## src/rtl/tod_pkg.sv

```systemverilog
package tod_pkg;
    typedef enum logic [2:0] {
        A_CTRL   = 3'd0,
        A_TIME   = 3'd1,
        A_STEP   = 3'd2,
        A_TRIM   = 3'd3,
        A_PERIOD = 3'd4
    } reg_addr_e;

    typedef enum logic [1:0] {
        CAP_IDLE     = 2'd0,
        CAP_HOLD_OFF = 2'd1,
        CAP_LATCH    = 2'd2
    } cap_state_e;

    localparam int CTRL_RUN   = 0;
    localparam int CTRL_FOLD  = 4;
    localparam int CTRL_AUX   = 5;
    localparam int CTRL_XFOLD = 7;
    localparam int CTRL_SNAP  = 11;
    localparam int ALT_LSB    = 8;
endpackage

```

## src/rtl/tod_trim.sv

```systemverilog
module tod_trim #(
    parameter int STEP_W = 7,
    parameter int TRIM_W = 31
) (
    input  logic              clk,
    input  logic              rst_n,
    input  logic              adv,
    input  logic              restart,
    input  logic [TRIM_W-1:0] spacing,
    input  logic [STEP_W-1:0] step_norm,
    input  logic [STEP_W-1:0] step_alt,
    output logic [STEP_W-1:0] step_now
);
    logic [TRIM_W-1:0] cyc_q;
    logic              active;
    logic              hit;

    assign active = (spacing != '0);
    assign hit    = active && (cyc_q >= spacing - TRIM_W'(1));

    always_ff @(posedge clk or negedge rst_n) begin
        if (!rst_n) begin
            cyc_q <= '0;
        end else if (restart) begin
            cyc_q <= '0;
        end else if (adv && active) begin
            if (hit) cyc_q <= '0;
            else     cyc_q <= cyc_q + TRIM_W'(1);
        end
    end

    always_comb begin
        step_now = hit ? step_alt : step_norm;
    end
endmodule

```

## src/rtl/tod_accum.sv

```systemverilog
module tod_accum #(
    parameter int CNT_W  = 32,
    parameter int STEP_W = 7
) (
    input  logic              clk,
    input  logic              rst_n,
    input  logic              adv,
    input  logic              fold_en,
    input  logic [CNT_W-1:0]  period,
    input  logic [STEP_W-1:0] step,
    input  logic              load,
    input  logic [CNT_W-1:0]  load_val,
    output logic [CNT_W-1:0]  count,
    output logic              fold_pulse
);
    localparam int SUM_W = CNT_W + 1;

    logic [SUM_W-1:0] sum;
    logic [SUM_W-1:0] folded;
    logic             do_fold;

    always_comb begin
        sum     = {1'b0, count} + SUM_W'(step);
        folded  = sum - {1'b0, period};
        do_fold = fold_en && (period != '0) && (sum >= {1'b0, period});
    end

    always_ff @(posedge clk or negedge rst_n) begin
        if (!rst_n) begin
            count      <= '0;
            fold_pulse <= 1'b0;
        end else if (load) begin
            count      <= load_val;
            fold_pulse <= 1'b0;
        end else if (adv) begin
            if (do_fold) begin
                count      <= folded[CNT_W-1:0];
                fold_pulse <= 1'b1;
            end else begin
                count      <= sum[CNT_W-1:0];
                fold_pulse <= 1'b0;
            end
        end else begin
            fold_pulse <= 1'b0;
        end
    end
endmodule

```

## src/rtl/tod_capture.sv

```systemverilog
module tod_capture
    import tod_pkg::*;
#(
    parameter int CNT_W     = 32,
    parameter int CAP_DELAY = 2
) (
    input  logic             clk,
    input  logic             rst_n,
    input  logic             req,
    input  logic [CNT_W-1:0] live,
    output logic             busy,
    output logic [CNT_W-1:0] snap
);
    localparam int DLY_W = $clog2(CAP_DELAY + 2);

    cap_state_e       state_q, state_d;
    logic [DLY_W-1:0] dly_q;

    always_comb begin
        state_d = state_q;
        unique case (state_q)
            CAP_IDLE:     if (req) state_d = (CAP_DELAY == 0) ? CAP_LATCH : CAP_HOLD_OFF;
            CAP_HOLD_OFF: if (dly_q <= DLY_W'(1)) state_d = CAP_LATCH;
            CAP_LATCH:    state_d = CAP_IDLE;
            default:      state_d = CAP_IDLE;
        endcase
    end

    always_ff @(posedge clk or negedge rst_n) begin
        if (!rst_n) begin
            state_q <= CAP_IDLE;
            dly_q   <= '0;
        end else begin
            state_q <= state_d;
            if (state_q == CAP_IDLE) dly_q <= DLY_W'(CAP_DELAY);
            else if (dly_q != '0)    dly_q <= dly_q - DLY_W'(1);
        end
    end

    always_ff @(posedge clk or negedge rst_n) begin
        if (!rst_n) begin
            snap <= '0;
        end else if (state_q == CAP_LATCH) begin
            snap <= live;
        end
    end

    assign busy = (state_q != CAP_IDLE);
endmodule

```

## src/rtl/tod_counter.sv

```systemverilog
module tod_counter
    import tod_pkg::*;
#(
    parameter int DATA_W     = 32,
    parameter int CNT_W      = 32,
    parameter int STEP_W     = 7,
    parameter int TRIM_W     = 31,
    parameter int CAP_DELAY  = 2,
    parameter logic [31:0] DEF_PERIOD = 32'h8000_0000
) (
    input  logic              clk,
    input  logic              rst_n,
    input  logic              wr_en,
    input  logic [2:0]        wr_addr,
    input  logic [DATA_W-1:0] wr_data,
    input  logic [2:0]        rd_addr,
    output logic [DATA_W-1:0] rd_data,
    output logic [CNT_W-1:0]  tod_now,
    output logic              wrap_pulse,
    output logic              wrap_cmp_en
);
    logic              run_q, fold_q, aux_q, xfold_q;
    logic [STEP_W-1:0] step_norm_q, step_alt_q, step_now;
    logic [TRIM_W-1:0] trim_q;
    logic [CNT_W-1:0]  period_q;
    logic              ctrl_wr, time_wr, trim_wr, cap_req, cap_busy;
    logic [CNT_W-1:0]  snap;
    logic [CNT_W-1:0]  load_val;

    always_comb begin
        ctrl_wr  = wr_en && (reg_addr_e'(wr_addr) == A_CTRL);
        time_wr  = wr_en && (reg_addr_e'(wr_addr) == A_TIME);
        trim_wr  = wr_en && (reg_addr_e'(wr_addr) == A_TRIM);
        cap_req  = ctrl_wr && wr_data[CTRL_SNAP];
        load_val = wr_data[CNT_W-1:0];
    end

    always_ff @(posedge clk or negedge rst_n) begin
        if (!rst_n) begin
            run_q       <= 1'b0;
            fold_q      <= 1'b0;
            aux_q       <= 1'b0;
            xfold_q     <= 1'b0;
            step_norm_q <= '0;
            step_alt_q  <= '0;
            trim_q      <= '0;
            period_q    <= CNT_W'(DEF_PERIOD);
        end else if (wr_en) begin
            unique case (reg_addr_e'(wr_addr))
                A_CTRL: begin
                    run_q   <= wr_data[CTRL_RUN];
                    fold_q  <= wr_data[CTRL_FOLD];
                    aux_q   <= wr_data[CTRL_AUX];
                    xfold_q <= wr_data[CTRL_XFOLD];
                end
                A_STEP: begin
                    step_norm_q <= wr_data[STEP_W-1:0];
                    step_alt_q  <= wr_data[ALT_LSB +: STEP_W];
                end
                A_TRIM:   trim_q   <= wr_data[TRIM_W-1:0];
                A_PERIOD: period_q <= wr_data[CNT_W-1:0];
                default: ;
            endcase
        end
    end

    tod_trim #(.STEP_W(STEP_W), .TRIM_W(TRIM_W)) u_trim (
        .clk(clk), .rst_n(rst_n), .adv(run_q), .restart(trim_wr),
        .spacing(trim_q), .step_norm(step_norm_q), .step_alt(step_alt_q),
        .step_now(step_now)
    );

    tod_accum #(.CNT_W(CNT_W), .STEP_W(STEP_W)) u_accum (
        .clk(clk), .rst_n(rst_n), .adv(run_q), .fold_en(fold_q),
        .period(period_q), .step(step_now), .load(time_wr),
        .load_val(load_val), .count(tod_now), .fold_pulse(wrap_pulse)
    );

    tod_capture #(.CNT_W(CNT_W), .CAP_DELAY(CAP_DELAY)) u_cap (
        .clk(clk), .rst_n(rst_n), .req(cap_req), .live(tod_now),
        .busy(cap_busy), .snap(snap)
    );

    always_comb begin
        rd_data = '0;
        case (reg_addr_e'(rd_addr))
            A_CTRL: begin
                rd_data[CTRL_RUN]   = run_q;
                rd_data[CTRL_FOLD]  = fold_q;
                rd_data[CTRL_AUX]   = aux_q;
                rd_data[CTRL_XFOLD] = xfold_q;
                rd_data[CTRL_SNAP]  = cap_busy;
            end
            A_TIME: rd_data[CNT_W-1:0] = snap;
            A_STEP: begin
                rd_data[STEP_W-1:0]        = step_norm_q;
                rd_data[ALT_LSB +: STEP_W] = step_alt_q;
            end
            A_TRIM:   rd_data[TRIM_W-1:0] = trim_q;
            A_PERIOD: rd_data[CNT_W-1:0]  = period_q;
            default:  rd_data = '0;
        endcase
    end

    assign wrap_cmp_en = xfold_q;
endmodule

```

## config.mk

```make
export PLATFORM = sky130hd
export DESIGN_NAME = tod_counter
export DESIGN_NICKNAME = d
export VERILOG_FILES = /design/src/rtl/tod_pkg.sv /design/src/rtl/tod_trim.sv /design/src/rtl/tod_accum.sv /design/src/rtl/tod_capture.sv /design/src/rtl/tod_counter.sv
export SDC_FILE = /design/constraint.sdc
export NUM_CORES = 1
export LEC_CHECK = 0
export BUFFER_PORTS_ARGS = -buffer_cell sky130_fd_sc_hd__buf_4
export CORE_ASPECT_RATIO = 2
export CORE_UTILIZATION = 30
export DETAILED_ROUTE_END_ITERATION = 16
export PLACE_DENSITY = 0.56
export SLEW_MARGIN = 10
export SYNTH_ARGS = -nofsm -noshare
export SYNTH_HDL_FRONTEND = slang
export SYNTH_HIERARCHICAL = 1
export SYNTH_SLANG_ARGS = --single-unit
```

## constraint.sdc

```tcl
create_clock -name clk -period 10.65 [get_ports clk]
set_clock_uncertainty 0.15 [all_clocks]
set_input_delay 0.5325 -clock clk [delete_from_list [all_inputs] [get_ports clk]]
set_output_delay 0.5325 -clock clk [all_outputs]
set_load 0.01 [all_outputs]
```

**After elaboration in Yosys (flattened, before gate mapping)**

Index checks and enable logic that the tools add are counted.

- Input port bits: 41
- Flip-flop bits (word level): 181
- Output and inout bits: 66
- Word-level logic and storage cells: 82

- Equality and inequality tests: 12
- Add/subtract/negate cells: 5
- Reductions and logical operators: 23
- $lt $le $gt $ge: 3
- Mux-type cells: 25

Operator list:

| kind | count |
|---|---|
| $mux 32 | 3 |
| $mux 31 | 3 |
| $pmux 16 s3 | 1 |
| $pmux 3 s4 | 3 |
| $add 32x7->33 | 1 |
| $ge 33x32->1 | 1 |
| $reduce_bool 32->1 | 1 |
| $sub 32x32->32 | 1 |
| $add 31x1->31 const B | 1 |
| $ge 31x31->1 | 1 |
| $reduce_bool 31->1 | 1 |
| $sub 31x1->31 const B | 1 |
| $eq 3x2->1 const B | 4 |
| $pmux 1 s5 | 2 |
| $pmux 2 s5 | 1 |
| $reduce_and 2->1 | 5 |
| $reduce_bool 2->1 | 5 |
| $logic_and 1x1->1 | 8 |
| $mux 2 | 4 |
| $pmux 1 s4 | 2 |
| $mux 7 | 1 |
| $eq 3x1->1 const B | 2 |
| $eq 3x3->1 const B | 2 |
| $logic_not 3->1 | 2 |
| 10 further kinds | 12 |

**Logic depth before layout (Yosys ltp)**

Gate-level depths: netlist (run 1).

- Word-level depth: 10
- Gate-level depth with buffers: 36
- Depth with buffers taken out: 33

**Modules after synthesis**

The synthesis (run 1) kept the hierarchy.

Modules (own cells, without submodules):

| module | times used | sequential area each (sq um) | area an instance (sq um) | cells each |
|---|---|---|---|---|
| tod_accum | 1 | 825.8 | 4509.3 | 608 |
| tod_counter | 1 | 2028.2 | 3891.2 | 287 |
| tod_trim | 1 | 775.7 | 3091.7 | 380 |
| tod_capture | 1 | 900.9 | 1552.7 | 87 |

**Worst setup path after synthesis (run 1)**

OpenSTA, ideal clock, no wires.

- Path kind: register to register
- From: reg trim_q[17]
- To: reg u_accum.count[28]
- Setup slack: 2881 ps
- Period minus slack after synthesis: 7769 ps
- Arrival time: 7493 ps
- Required time: 10374 ps
- Stages on the path, launching flop included: 32
- Buffers on the path: 2
- Library setup time: 126 ps
- Cell sequence: dfrtp_1 > or4_4 > or4_1 > buf_2 > or3_1 > nor3_1 > xnor2_1 > ha_1 > a21o_1 > a21oi_1 > nor2b_1 > a2111oi_0 > o21a_1 > nor2_1 > mux2_2 > ha_1 > nand3_1 > o211ai_1 > o211ai_1 > nor3_1 > nand3_1 > xnor2_1 > ha_1 > nand4_1 > or3_4 > o41ai_2 > o2111ai_1 > a21boi_1 > buf_4 > mux2i_1 > o21ai_0 > a311o_1

- Cells in the longest elaborated chain, start to end: 10
- Elaborated cells between the ends (all ways): 12
- Those cells by class: 3 x add/sub; 2 x order compare; 4 x mux; 3 x reduce/logical

Ends and longest elaborated chain:

| element | RTL line | text |
|---|---|---|
| start: declaration | tod_counter.sv:24 | `logic [TRIM_W-1:0] trim_q;` |
| start signal: assignment | tod_counter.sv:60 | `A_TRIM: trim_q <= wr_data[TRIM_W-1:0];` |
| $sub 31x1->31 | tod_trim.sv:19 | `assign hit = active && (cyc_q >= spacing - TRIM_W'(1));` |
| $ge 31x31->1 | tod_trim.sv:19 |  |
| $logic_and 1x1->1 * | tod_trim.sv:19 |  |
| $mux 7 * | tod_trim.sv:33 | `step_now = hit ? step_alt : step_norm;` |
| named net step_now[4] | tod_counter.sv:23 | `logic [STEP_W-1:0] step_norm_q, step_alt_q, step_now;` |
| $add 32x7->33 * | tod_accum.sv:23 | `sum = {1'b0, count} + SUM_W'(step);` |
| $ge 33x32->1 | tod_accum.sv:25 | `do_fold = fold_en && (period != '0) && (sum >= {1'b0, period});` |
| $logic_and 1x1->1 | tod_accum.sv:25 |  |
| $mux 32 * | tod_accum.sv:36 | `if (do_fold) begin` |
| $mux 32 * | tod_accum.sv:35 | `end else if (adv) begin` |
| $mux 32 * | tod_accum.sv:32 | `end else if (load) begin` |
| end signal: assignment | tod_accum.sv:33 | `count <= load_val;` |
| end signal: assignment | tod_accum.sv:37 | `count <= folded[CNT_W-1:0];` |
| end signal: assignment | tod_accum.sv:40 | `count <= sum[CNT_W-1:0];` |
| end: declaration | tod_accum.sv:13 | `output logic [CNT_W-1:0] count,` |

The timed path passes the listed nets; every way through them passes the cells marked *. The select of a mux whose other input is x is not followed.
A chain may end at the register's enable or synchronous reset.

**Final worst setup path (run 1)**

- From: reg trim_q[5]
- To: reg u_accum.count[17]

The elaborated chain is that of the path after synthesis.

==> impl_metrics.prom, run 1 <==
# TYPE chip_impl_metric gauge
chip_impl_metric{name="achievable-frequency",unit="MHz"} 97.7
chip_impl_info{name="outcome",value="finished, final reports clean"} 1
chip_impl_metric{name="routed_wirelength",unit="um"} 45700
chip_impl_metric{name="htree_levels",unit=""} 4
chip_impl_metric{name="gr-usage-all-layers",unit="%"} 21.0
chip_impl_metric{name="io-pin-count",unit=""} 107
chip_impl_metric{name="layout_setup_ws",unit="ns"} 0.417
chip_impl_metric{name="drive_above_1_share",unit="%"} 20.4
chip_impl_metric{name="clock_insertion_delay_worst_skew",unit="ns"} 0.45
chip_impl_metric{name="post-place-ws",unit="ns"} 0.222
chip_impl_metric{name="fillers",unit=""} 4252
chip_impl_metric{name="power-per-cell-area",unit="mW/mm^2"} 277
chip_impl_info{name="cpMaxStageDelayCell",value="sky130_fd_sc_hd__nor4_2"} 1
chip_impl_metric{name="clock_sink_count",unit=""} 181
chip_impl_metric{name="tightestPinTransition",unit="ns"} 1.31
chip_impl_metric{name="yosys_register_bits",unit=""} 181
chip_impl_metric{name="path_clk_slew",unit="ns"} 0.08
chip_impl_metric{name="timing.max_slew.rel_slack",unit="%"} 11.3
chip_impl_metric{name="globalRouteOverflowTotal",unit=""} 0
chip_impl_info{name="hp-class",value="in -> async"} 1
chip_impl_info{name="timing.setup.critical_path_class",value="reg -> reg"} 1
chip_impl_metric{name="cp_slowest_stage_delay",unit="ns"} 0.73
chip_impl_metric{name="synth.yosys.seq_area_share",unit="%"} 34.7
chip_impl_metric{name="max_vdd_drop",unit="mV"} 0.108
chip_impl_info{name="start_kind",value="flop"} 1
chip_impl_metric{name="worstPathArrival",unit="ns"} 10.43
chip_impl_metric{name="cts.path.max_buffers",unit=""} 2
chip_impl_info{name="final_cell_mix",value="sky130_fd_sc_hd__dfrtp_1, sky130_fd_sc_hd__buf_4, sky130_fd_sc_hd__nand2_1, sky130_fd_sc_hd__mux2_2, sky130_fd_sc_hd__nor2_1"} 1
chip_impl_metric{name="synth_nets",unit=""} 1480
chip_impl_metric{name="avgViaCountPerCell",unit=""} 5.57
chip_impl_metric{name="syn-mean-instance-area",unit="um^2"} 9.58
chip_impl_metric{name="drt_pre_antenna_iters",unit=""} 5
chip_impl_metric{name="num_antenna_cells",unit=""} 0
chip_impl_metric{name="fp.dieArea",unit="mm^2"} 0.0444
chip_impl_metric{name="chipWidth",unit="um"} 149
chip_impl_info{name="mostFrequentLayoutCell",value="sky130_fd_sc_hd__dfrtp_1"} 1
chip_impl_metric{name="worstPathRequired",unit="ns"} 10.85
chip_impl_metric{name="grt_antenna_before_repair",unit=""} 0
chip_impl_metric{name="power_leakage",unit="nW"} 6.47
chip_impl_metric{name="floorplan.core_area",unit="mm^2"} 0.0427
chip_impl_metric{name="yosys_warnings",unit=""} 6
chip_impl_metric{name="drt_initial_violations",unit=""} 676
chip_impl_metric{name="portBuffers",unit=""} 106
chip_impl_metric{name="dp_hpwl",unit="um"} 36200
chip_impl_metric{name="dr_total_vias",unit=""} 11099
chip_impl_metric{name="routability_cong",unit=""} 0.939
chip_impl_metric{name="final_critical_path_share_of_the_clock_period",unit="%"} 96.1
chip_impl_info{name="clock-root-buffer",value="sky130_fd_sc_hd__clkbuf_16"} 1
chip_impl_info{name="postSynth.topFlopCell",value="sky130_fd_sc_hd__dfrtp_1"} 1
chip_impl_info{name="critical_path.endpoint_type",value="flop"} 1
chip_impl_metric{name="post_synth_instance_area",unit="mm^2"} 0.0130
chip_impl_metric{name="placed_cell_area",unit="mm^2"} 0.0143
chip_impl_metric{name="report.final.setup_viol",unit=""} 0
chip_impl_metric{name="max_cap_viol_count",unit=""} 0
chip_impl_metric{name="synth-edff-count",unit=""} 0
chip_impl_metric{name="drt_drc_violations_left",unit=""} 0
chip_impl_info{name="tritoncts",value="yes"} 1
chip_impl_metric{name="routed_wire_length_per_instance",unit="um"} 22.9
chip_impl_metric{name="grt_pass1_wl",unit="um"} 69500
chip_impl_metric{name="multi_input_area",unit="mm^2"} 0.00794
chip_impl_metric{name="layout-area-overhead-vs-synth",unit="%"} 14.2
chip_impl_metric{name="number_of_buffers_added_by_the_clock_tree_synthesis_step",unit=""} 17
chip_impl_metric{name="critical_path_peak_fanout",unit=""} 36
chip_impl_metric{name="ant_nets",unit=""} 0
chip_impl_metric{name="finalHoldViolations",unit=""} 0
chip_impl_metric{name="maxSlewViolCount",unit=""} 0
chip_impl_metric{name="synthArstFlopShare",unit="%"} 100
chip_impl_metric{name="layout.area.seq",unit="mm^2"} 0.00453
chip_impl_info{name="setup_repair_after_global_routing_missed_its_margin",value="false"} 1
chip_impl_metric{name="floorplan.die.height",unit="um"} 297
chip_impl_metric{name="pin_count_of_the_biggest_net_entering_global_routing",unit=""} 110
chip_impl_metric{name="vias_in_the_first_global_route",unit=""} 11367
chip_impl_metric{name="finish.net_count",unit=""} 1553
chip_impl_metric{name="synth_cells",unit=""} 1362
chip_impl_metric{name="yosysUniqueCellTypes",unit=""} 83
chip_impl_metric{name="final_design_area_no_fill",unit="mm^2"} 0.0149
chip_impl_metric{name="core.rowCount",unit=""} 107
chip_impl_metric{name="initial_core_util",unit="%"} 30.5
chip_impl_metric{name="final_period_minus_worst_setup_slack",unit="ns"} 10.23
chip_impl_metric{name="fin_setup_tns",unit="ns"} 0
-- timing repair --
item	in CTS	in global routing
hold buffers	0	0
buffers inserted	0	0
endpoints found under the setup margin	0	19
gates resized for setup	0	1
-- cell families (layout without fill, tap and decap cells) --
group           after synthesis  count (layout)  synth area share [%]
compound gates              289             289                  15.3
xor+xnor                     95              95                  6.38
fa+ha+maj                    77              77                  7.50
buf+inv                     128             214                  4.66
flops                       181             181                  34.7
mux                         163             163                  14.5
simple gates                429             429                  16.9
-- worst max-delay path, delay by kind of cell (launching register included) --
family          cells  cell delay, ns
xor+xnor            2            0.30
compound gates      8            2.33
flops               1            0.47
buf+inv             2            0.62
simple gates       14            4.70
mux                 1            0.42
fa+ha+maj           3            1.10
-- routing by layer --
layer	track usage (%)	vias up	part of all wire [%]
met1	21.8	5500	36
met3	1.87	121	2.9
met2	38.0	315	53
met5	0	-	0
li1	-	5163	-
met4	16.5	0	8.2
-- synthesized netlist by cell type, drive strengths merged (13+ instances only) --
cell | n | share of area, %
nand4 | 36 | 1.7
o22ai | 13 | 0.62
inv | 61 | 1.8
nand3 | 47 | 1.8
nor2b | 15 | 0.72
o21ai | 42 | 1.6
dfrtp | 180 | 35
nor2 | 81 | 2.3
xnor2 | 60 | 4.0
clkbuf | 24 | 0.70
mux2i | 43 | 3.3
nor4 | 28 | 1.3
a21oi | 73 | 2.8
buf | 43 | 2.2
o21a | 13 | 0.75
a22oi | 23 | 1.3
ha | 75 | 7.2
o2bb2ai | 16 | 1.1
nor3 | 36 | 1.4
xor2 | 35 | 2.3
mux2 | 120 | 11
and3 | 13 | 0.62
nand2 | 104 | 3.0
nor3b | 14 | 0.84
a21o | 18 | 1.0
nand2b | 14 | 0.73
-- final timing paths --
kind,start,cells past startpoint,slack (ns),endpoint
worst min register to register,u_cap/snap[13],1,0.36,u_cap/snap[13]
max in group asynchronous,rst_n,2,8.72,trim_q[27]
min in group clk,wr_data[30],3,0.17,u_accum/count[30]
worst max-delay path,trim_q[5],30,0.42,u_accum/count[17]
worst max register to register,trim_q[5],30,0.42,u_accum/count[17]
worst min-delay path,rst_n,1,0.03,period_q[3]
-- layout make-up --
type	instances	area share (%)
flip-flops and latches	181	30.4
well taps	545	4.58
multi-input cells	1053	53.3
inverters	61	1.54
clock inverters	11	1.03
repair buffers	121	6.14
clock buffers	21	2.96
-- sequential cells by signal (all words and copies together) (netlist names) --
signal              count
aux_q                   1
fold_q                  1
period_q               32
run_q                   1
step_alt_q              7
step_norm_q             7
trim_q                 31
u_accum/count          32
u_accum/fold_pulse      1
u_cap/dly_q             2
u_cap/snap             32
u_cap/state_q           2
u_trim/cyc_q           31
wrap_cmp_en             1
-- metrics by stage --
stage | std cells | util (%) | hold WS [ns] | total power, mW
after detailed placement | 1961 | 33.5 | 0.346 | 3.45
after CTS | 1993 | 34.9 | 0.0960 | 4.12
final | 1993 | 34.9 | 0.0265 | 4.13
after global routing | 1993 | 34.9 | 0.122 | 4.39
after global placement | 1961 | 33.5 | 0.342 | 3.41
after floorplan | 1362 | - | 0.0869 | 2.67
-- power breakdown --
| group | switching (mW) | internal, mW | total, mW |
|---|---|---|---|
| sequential | 0.337 | 0.895 | 1.23 |
| combinational | 1.25 | 0.975 | 2.23 |
| clock | 0.294 | 0.370 | 0.665 |
No activity file was read; power rests on OpenSTA's default activity.
==> run 2, diff against run 1 <==
- CTS_BUF_LIST: not set -> sky130_fd_sc_hd__clkbuf_16
==> run 2 against run 1 <==
  * Non-clock buffer count stayed put
  * Routed wire length hardly changed
  * Design area stayed put
  * Final cell count stayed put
  * First-iteration DRC count is 0.15% lower
  * Utilization stayed put
  * Sequential power hardly changed
  * Clock power is 0.6% lower
  * Register-to-register slack hardly changed
==> impl_metrics.prom, run 2 (synthesis results as in run 1) <==
# TYPE chip_impl_metric gauge
chip_impl_info{name="outcome",value="finished, final reports clean"} 1
chip_impl_metric{name="drt_initial_violations",unit=""} 675
chip_impl_metric{name="final_critical_path_share_of_the_clock_period",unit="%"} 96.1
chip_impl_metric{name="floorplan.die.height",unit="um"} 297
chip_impl_metric{name="gr-usage-all-layers",unit="%"} 21.0
chip_impl_metric{name="drive_above_1_share",unit="%"} 20.4
chip_impl_metric{name="initial_core_util",unit="%"} 30.5
chip_impl_metric{name="worstRegToRegCells",unit=""} 30
chip_impl_metric{name="io-pin-count",unit=""} 107
chip_impl_metric{name="cp_slowest_stage_delay",unit="ns"} 0.73
chip_impl_metric{name="grt_pass1_wl",unit="um"} 69500
chip_impl_metric{name="dr_total_vias",unit=""} 11107
chip_impl_metric{name="critical_path_peak_fanout",unit=""} 36
chip_impl_metric{name="routed_wire_length_per_instance",unit="um"} 23.0
chip_impl_info{name="start_kind",value="flop"} 1
chip_impl_metric{name="globalRouteOverflowTotal",unit=""} 0
chip_impl_metric{name="routability_cong",unit=""} 0.939
chip_impl_metric{name="worstPathRequired",unit="ns"} 10.85
chip_impl_metric{name="achievable-frequency",unit="MHz"} 97.7
chip_impl_metric{name="worst_path_buf_inv",unit=""} 2
chip_impl_metric{name="path_clk_slew",unit="ns"} 0.08
chip_impl_metric{name="fillers",unit=""} 4252
chip_impl_info{name="final_cell_mix",value="sky130_fd_sc_hd__dfrtp_1, sky130_fd_sc_hd__buf_4, sky130_fd_sc_hd__nand2_1, sky130_fd_sc_hd__mux2_2, sky130_fd_sc_hd__nor2_1"} 1
chip_impl_metric{name="floorplan.core_area",unit="mm^2"} 0.0427
chip_impl_metric{name="cts.path.max_buffers",unit=""} 2
chip_impl_metric{name="finalHoldViolations",unit=""} 0
chip_impl_info{name="critical-path-top-delay-family",value="simple AND/OR/NAND/NOR gates"} 1
chip_impl_metric{name="power_leakage",unit="nW"} 6.49
chip_impl_info{name="mostFrequentLayoutCell",value="sky130_fd_sc_hd__dfrtp_1"} 1
chip_impl_metric{name="drt_pre_antenna_iters",unit=""} 5
chip_impl_metric{name="clock_insertion_delay_worst_skew",unit="ns"} 0.45
chip_impl_metric{name="maxSlewViolCount",unit=""} 0
chip_impl_info{name="setup_repair_after_global_routing_missed_its_margin",value="false"} 1
chip_impl_info{name="reg_top3",value="period_q x32, u_accum/count x32, u_cap/snap x32"} 1
chip_impl_metric{name="final_period_minus_worst_setup_slack",unit="ns"} 10.23
chip_impl_metric{name="power-per-cell-area",unit="mW/mm^2"} 277
chip_impl_metric{name="dp_hpwl",unit="um"} 36200
chip_impl_metric{name="report.final.setup_viol",unit=""} 0
chip_impl_metric{name="num_antenna_cells",unit=""} 0
chip_impl_metric{name="post-cts-setup-buffers",unit=""} 0
chip_impl_metric{name="htree_levels",unit=""} 4
chip_impl_metric{name="routed_wirelength",unit="um"} 45700
chip_impl_info{name="timing.setup.critical_path_class",value="reg -> reg"} 1
chip_impl_metric{name="clock_sink_count",unit=""} 181
chip_impl_metric{name="max_cap_viol_count",unit=""} 0
chip_impl_info{name="tritoncts",value="yes"} 1
chip_impl_metric{name="pin_count_of_the_biggest_net_entering_global_routing",unit=""} 110
chip_impl_metric{name="finish.net_count",unit=""} 1553
chip_impl_metric{name="portBuffers",unit=""} 106
chip_impl_metric{name="timing.max_slew.rel_slack",unit="%"} 9.13
chip_impl_metric{name="fin_setup_tns",unit="ns"} 0
chip_impl_metric{name="avgViaCountPerCell",unit=""} 5.57
chip_impl_metric{name="layout-area-overhead-vs-synth",unit="%"} 14.2
chip_impl_metric{name="vias_in_the_first_global_route",unit=""} 11367
chip_impl_metric{name="chipWidth",unit="um"} 149
chip_impl_metric{name="worstPathArrival",unit="ns"} 10.43
chip_impl_metric{name="grt_antenna_before_repair",unit=""} 0
chip_impl_info{name="hp-class",value="in -> async"} 1
chip_impl_metric{name="max_vdd_drop",unit="mV"} 0.108
chip_impl_metric{name="cts-hold-fix-buffers",unit=""} 0
chip_impl_metric{name="worst-path-stages",unit=""} 30
chip_impl_metric{name="design_power_total",unit="mW"} 4.12
chip_impl_metric{name="number_of_buffers_added_by_the_clock_tree_synthesis_step",unit=""} 17
chip_impl_metric{name="fp.dieArea",unit="mm^2"} 0.0444
chip_impl_metric{name="ant_nets",unit=""} 0
chip_impl_metric{name="tightestPinTransition",unit="ns"} 1.34
chip_impl_info{name="clock-root-buffer",value="sky130_fd_sc_hd__clkbuf_16"} 1
chip_impl_metric{name="core.rowCount",unit=""} 107
chip_impl_info{name="critical_path.endpoint_type",value="flop"} 1
chip_impl_metric{name="drt_drc_violations_left",unit=""} 0
chip_impl_info{name="cpMaxStageDelayCell",value="sky130_fd_sc_hd__nor4_2"} 1
==> run 2: cell types whose count changed in the layout (fill, tap and decap cells not counted) <==
cell,before,now
sky130_fd_sc_hd__clkbuf_1,4,0
sky130_fd_sc_hd__inv_1,60,64
==> run 2: report_power, final <==
group | leakage (nW) | internal [mW] | switching [mW]
clock network | 0.283 | 0.367 | 0.295
logic | 3.98 | 0.975 | 1.26
registers | 2.23 | 0.895 | 0.337
total | 6.49 | 2.24 | 1.89
==> run 2: final timing paths <==
| path | end | from | slack (ns) |
|---|---|---|---|
| min reg2reg | u_cap/snap[13] | u_cap/snap[13] | 0.36 |
| min in group clk | u_accum/count[30] | wr_data[30] | 0.17 |
| min | period_q[3] | rst_n | 0.03 |
| max in group asynchronous | trim_q[27] | rst_n | 8.72 |
| max reg2reg | u_accum/count[17] | trim_q[5] | 0.42 |
| max | u_accum/count[17] | trim_q[5] | 0.42 |
==> run 2: layout make-up <==
| class | instances | area, um^2 | share of cell area (%) |
|---|---|---|---|
| Clock buffer | 17 | 425 | 2.86 |
| Clock inverter | 15 | 168 | 1.13 |
| Inverter | 61 | 229 | 1.54 |
| Multi-Input combinational cell | 1053 | 7940 | 53.3 |
| Sequential cell | 181 | 4530 | 30.4 |
| Tap cell | 545 | 682 | 4.58 |
| Timing Repair Buffer | 121 | 915 | 6.14 |
==> run 2: per-stage QoR <==
| stage | area [um^2] | worst slack, ns | cells | utilization, % | hold slack, ns |
|---|---|---|---|---|---|
| after floorplan | 13000 | 2.88 | 1362 | - | 0.0869 |
| after global placement | 14300 | 0.437 | 1961 | 33.5 | 0.342 |
| after detailed placement | 14300 | 0.222 | 1961 | 33.5 | 0.346 |
| after CTS | 14900 | 0.177 | 1993 | 34.9 | 0.0960 |
| after global routing | 14900 | 0.149 | 1993 | 34.9 | 0.122 |
| final | 14900 | 0.416 | 1993 | 34.9 | 0.0278 |
==> run 2: routing by layer <==
layer	GRT usage [%]	vias to the layer above	part of all wire, %
li1	-	5160	-
met1	21.8	5499	36
met2	38.0	324	53
met3	1.87	124	2.8
met4	16.5	0	8.1
met5	0	-	0
==> run 2: timing repair <==
action	CTS	global route
hold endpoints to repair	0	0
setup endpoints to repair	0	19
resized for setup	0	1
==> run 3, diff against run 2 <==
- CORE_ASPECT_RATIO: 2 -> not set
- CTS_BUF_LIST: sky130_fd_sc_hd__clkbuf_16 -> sky130_fd_sc_hd__clkbuf_8
==> run 3 against run 2 <==
  * Critical path depth fell by 1
  * Via count fell by 0.73%
  * Routed wire length fell by 7.6%
  * Largest power group unchanged
  * Highest routed layer unchanged
==> impl_metrics.prom, run 3 (synthesis results as in run 1) <==
# TYPE chip_impl_metric gauge
chip_impl_metric{name="grt_pass1_wl",unit="um"} 64800
chip_impl_metric{name="placed_cell_area",unit="mm^2"} 0.0143
chip_impl_metric{name="power_leakage",unit="nW"} 6.40
chip_impl_metric{name="io-pin-count",unit=""} 107
chip_impl_metric{name="critical_path_peak_fanout",unit=""} 28
chip_impl_metric{name="cp_slowest_stage_delay",unit="ns"} 0.64
chip_impl_metric{name="cts-hold-fix-buffers",unit=""} 0
chip_impl_metric{name="drt_initial_violations",unit=""} 678
chip_impl_metric{name="p_int",unit="mW"} 2.10
chip_impl_metric{name="tightestPinTransition",unit="ns"} 1.10
chip_impl_metric{name="finish.cell_count_without_fillers",unit=""} 2028
chip_impl_metric{name="pin_count_of_the_biggest_net_entering_global_routing",unit=""} 125
chip_impl_metric{name="vias_in_the_first_global_route",unit=""} 10533
chip_impl_metric{name="drt_pre_antenna_iters",unit=""} 5
chip_impl_metric{name="report.final.setup_viol",unit=""} 0
chip_impl_metric{name="switching_power",unit="mW"} 1.79
chip_impl_metric{name="routed_wirelength",unit="um"} 42300
chip_impl_metric{name="fp.dieArea",unit="mm^2"} 0.0443
chip_impl_metric{name="chipWidth",unit="um"} 211
chip_impl_metric{name="finalHoldViolations",unit=""} 0
chip_impl_metric{name="cts.path.max_buffers",unit=""} 2
chip_impl_metric{name="layout-area-overhead-vs-synth",unit="%"} 12.9
chip_impl_info{name="mostFrequentLayoutCell",value="sky130_fd_sc_hd__dfrtp_1"} 1
chip_impl_info{name="reg_top3",value="period_q x32, u_accum/count x32, u_cap/snap x32"} 1
chip_impl_metric{name="floorplan.die.height",unit="um"} 211
chip_impl_metric{name="core.rowCount",unit=""} 76
chip_impl_info{name="hp-class",value="in -> async"} 1
chip_impl_metric{name="ant_nets",unit=""} 0
chip_impl_metric{name="final_design_area_no_fill",unit="mm^2"} 0.0147
chip_impl_info{name="critical_path.endpoint_type",value="flop"} 1
chip_impl_metric{name="routability_cong",unit=""} 0.880
chip_impl_metric{name="portBuffers",unit=""} 106
chip_impl_metric{name="drt_drc_violations_left",unit=""} 0
chip_impl_metric{name="num_antenna_cells",unit=""} 0
chip_impl_info{name="clock-root-buffer",value="sky130_fd_sc_hd__clkbuf_8"} 1
chip_impl_metric{name="number_of_buffers_added_by_the_clock_tree_synthesis_step",unit=""} 17
chip_impl_metric{name="worstPathRequired",unit="ns"} 10.89
chip_impl_metric{name="globalRouteOverflowTotal",unit=""} 0
chip_impl_metric{name="worstPathArrival",unit="ns"} 9.86
chip_impl_metric{name="initial_core_util",unit="%"} 30.4
chip_impl_metric{name="finish.net_count",unit=""} 1548
chip_impl_metric{name="share_clk_of_total_power",unit="%"} 13.2
chip_impl_metric{name="htree_levels",unit=""} 4
chip_impl_metric{name="post-cts-setup-buffers",unit=""} 0
chip_impl_metric{name="dr_total_vias",unit=""} 11026
chip_impl_info{name="outcome",value="finished, final reports clean"} 1
chip_impl_info{name="final_cell_mix",value="sky130_fd_sc_hd__dfrtp_1, sky130_fd_sc_hd__buf_4, sky130_fd_sc_hd__nand2_1, sky130_fd_sc_hd__mux2_2, sky130_fd_sc_hd__nor2_1"} 1
chip_impl_metric{name="gr-usage-all-layers",unit="%"} 19.1
chip_impl_metric{name="layout_setup_ws",unit="ns"} 1.03
chip_impl_metric{name="routed_wire_length_per_instance",unit="um"} 20.8
chip_impl_info{name="critical-path-top-delay-family",value="simple AND/OR/NAND/NOR gates"} 1
chip_impl_metric{name="path_clk_slew",unit="ns"} 0.11
chip_impl_metric{name="seq_power_share",unit="%"} 31.8
chip_impl_metric{name="holdWs",unit="ns"} 0.0360
chip_impl_metric{name="placedCellCount",unit=""} 1996
chip_impl_metric{name="floorplan.core_area",unit="mm^2"} 0.0430
chip_impl_metric{name="finish.utilization",unit="%"} 34.3
chip_impl_metric{name="final_critical_path_share_of_the_clock_period",unit="%"} 90.3
chip_impl_metric{name="share_comb_of_total_power",unit="%"} 55.0
chip_impl_info{name="crit_path_start",value="trim_q[6]"} 1
chip_impl_metric{name="maxSlewViolCount",unit=""} 0
chip_impl_metric{name="max_cap_viol_count",unit=""} 0
chip_impl_metric{name="design_power_total",unit="mW"} 3.89
chip_impl_metric{name="max_vdd_drop",unit="mV"} 0.107
chip_impl_info{name="startpoint_of_the_lowest_slack_register_to_register_path",value="trim_q[6]"} 1
chip_impl_metric{name="clock_insertion_delay_worst_skew",unit="ns"} 0.49
chip_impl_metric{name="drive_above_1_share",unit="%"} 20.3
chip_impl_metric{name="clock_sink_count",unit=""} 181
chip_impl_metric{name="final_period_minus_worst_setup_slack",unit="ns"} 9.62
chip_impl_info{name="setup_repair_after_global_routing_missed_its_margin",value="false"} 1
chip_impl_info{name="timing.setup.critical_path_class",value="reg -> reg"} 1
chip_impl_info{name="cpMaxStageDelayCell",value="sky130_fd_sc_hd__nor2_1"} 1
chip_impl_metric{name="power-per-cell-area",unit="mW/mm^2"} 264
chip_impl_metric{name="grt_antenna_before_repair",unit=""} 0
chip_impl_metric{name="post-place-ws",unit="ns"} 0.974
chip_impl_metric{name="avgViaCountPerCell",unit=""} 5.44
chip_impl_metric{name="power.share.switching",unit="%"} 46.1
chip_impl_metric{name="dp_hpwl",unit="um"} 32200
chip_impl_metric{name="fin_setup_tns",unit="ns"} 0
chip_impl_metric{name="achievable-frequency",unit="MHz"} 104
chip_impl_metric{name="worst_path_buf_inv",unit=""} 1
chip_impl_info{name="tritoncts",value="yes"} 1
chip_impl_metric{name="timing.max_slew.rel_slack",unit="%"} 26.9
chip_impl_info{name="start_kind",value="flop"} 1
## run 3: changes by cell type in the layout (fill, tap and decap cells not counted), sizes merged
cell | before | now
buf | 120 | 115
clkbuf | 18 | 19
clkinvlp | 6 | 2
clkinv | 1 | 3
inv | 66 | 67
## run 3: power groups by stage
stage          clock network [mW]  logic, mW  registers (mW)
4_1_cts                     0.528       2.12            1.23
5_1_grt                     0.553       2.37            1.27
3_3_place_gp                    0       2.09            1.24
6_report                    0.514       2.14            1.24
3_5_place_dp                    0       2.11            1.24
2_1_floorplan                   0       1.56            1.11
## run 3: final timing paths
| path | cells after the start | endpoint | slack, ns |
|---|---|---|---|
| setup reg to reg | 29 | u_accum/count[12] | 1.03 |
| min in group clk | 3 | u_accum/count[30] | 0.16 |
| hold / removal | 1 | u_cap/state_q[1] | 0.04 |
| hold reg to reg | 1 | u_cap/snap[13] | 0.37 |
| max in group asynchronous | 2 | u_cap/snap[26] | 8.83 |
| setup / recovery | 29 | u_accum/count[12] | 1.03 |
## run 3: what timing repair did
| item | CTS | global route |
|---|---|---|
| resized for setup | 0 | 1 |
| endpoints found under the hold margin | 0 | 0 |
| setup endpoints to repair | 0 | 4 |
## run 3: per-layer routing
metal / share of wire, % / global-route usage, %
met3: 4.6 / 2.40
met5: 0 / 0
met4: 2.6 / 6.15
met2: 47 / 30.9
met1: 46 / 26.2
## run 3: area by class of cell
cell class | count | area [um^2]
flip-flops and latches | 181 | 4530
fillers | 4496 | 28300
repair buffers | 116 | 877
clock inverters | 14 | 170
clock buffers | 18 | 248
multi-input cells | 1053 | 7940
well taps | 585 | 732
inverters | 61 | 229
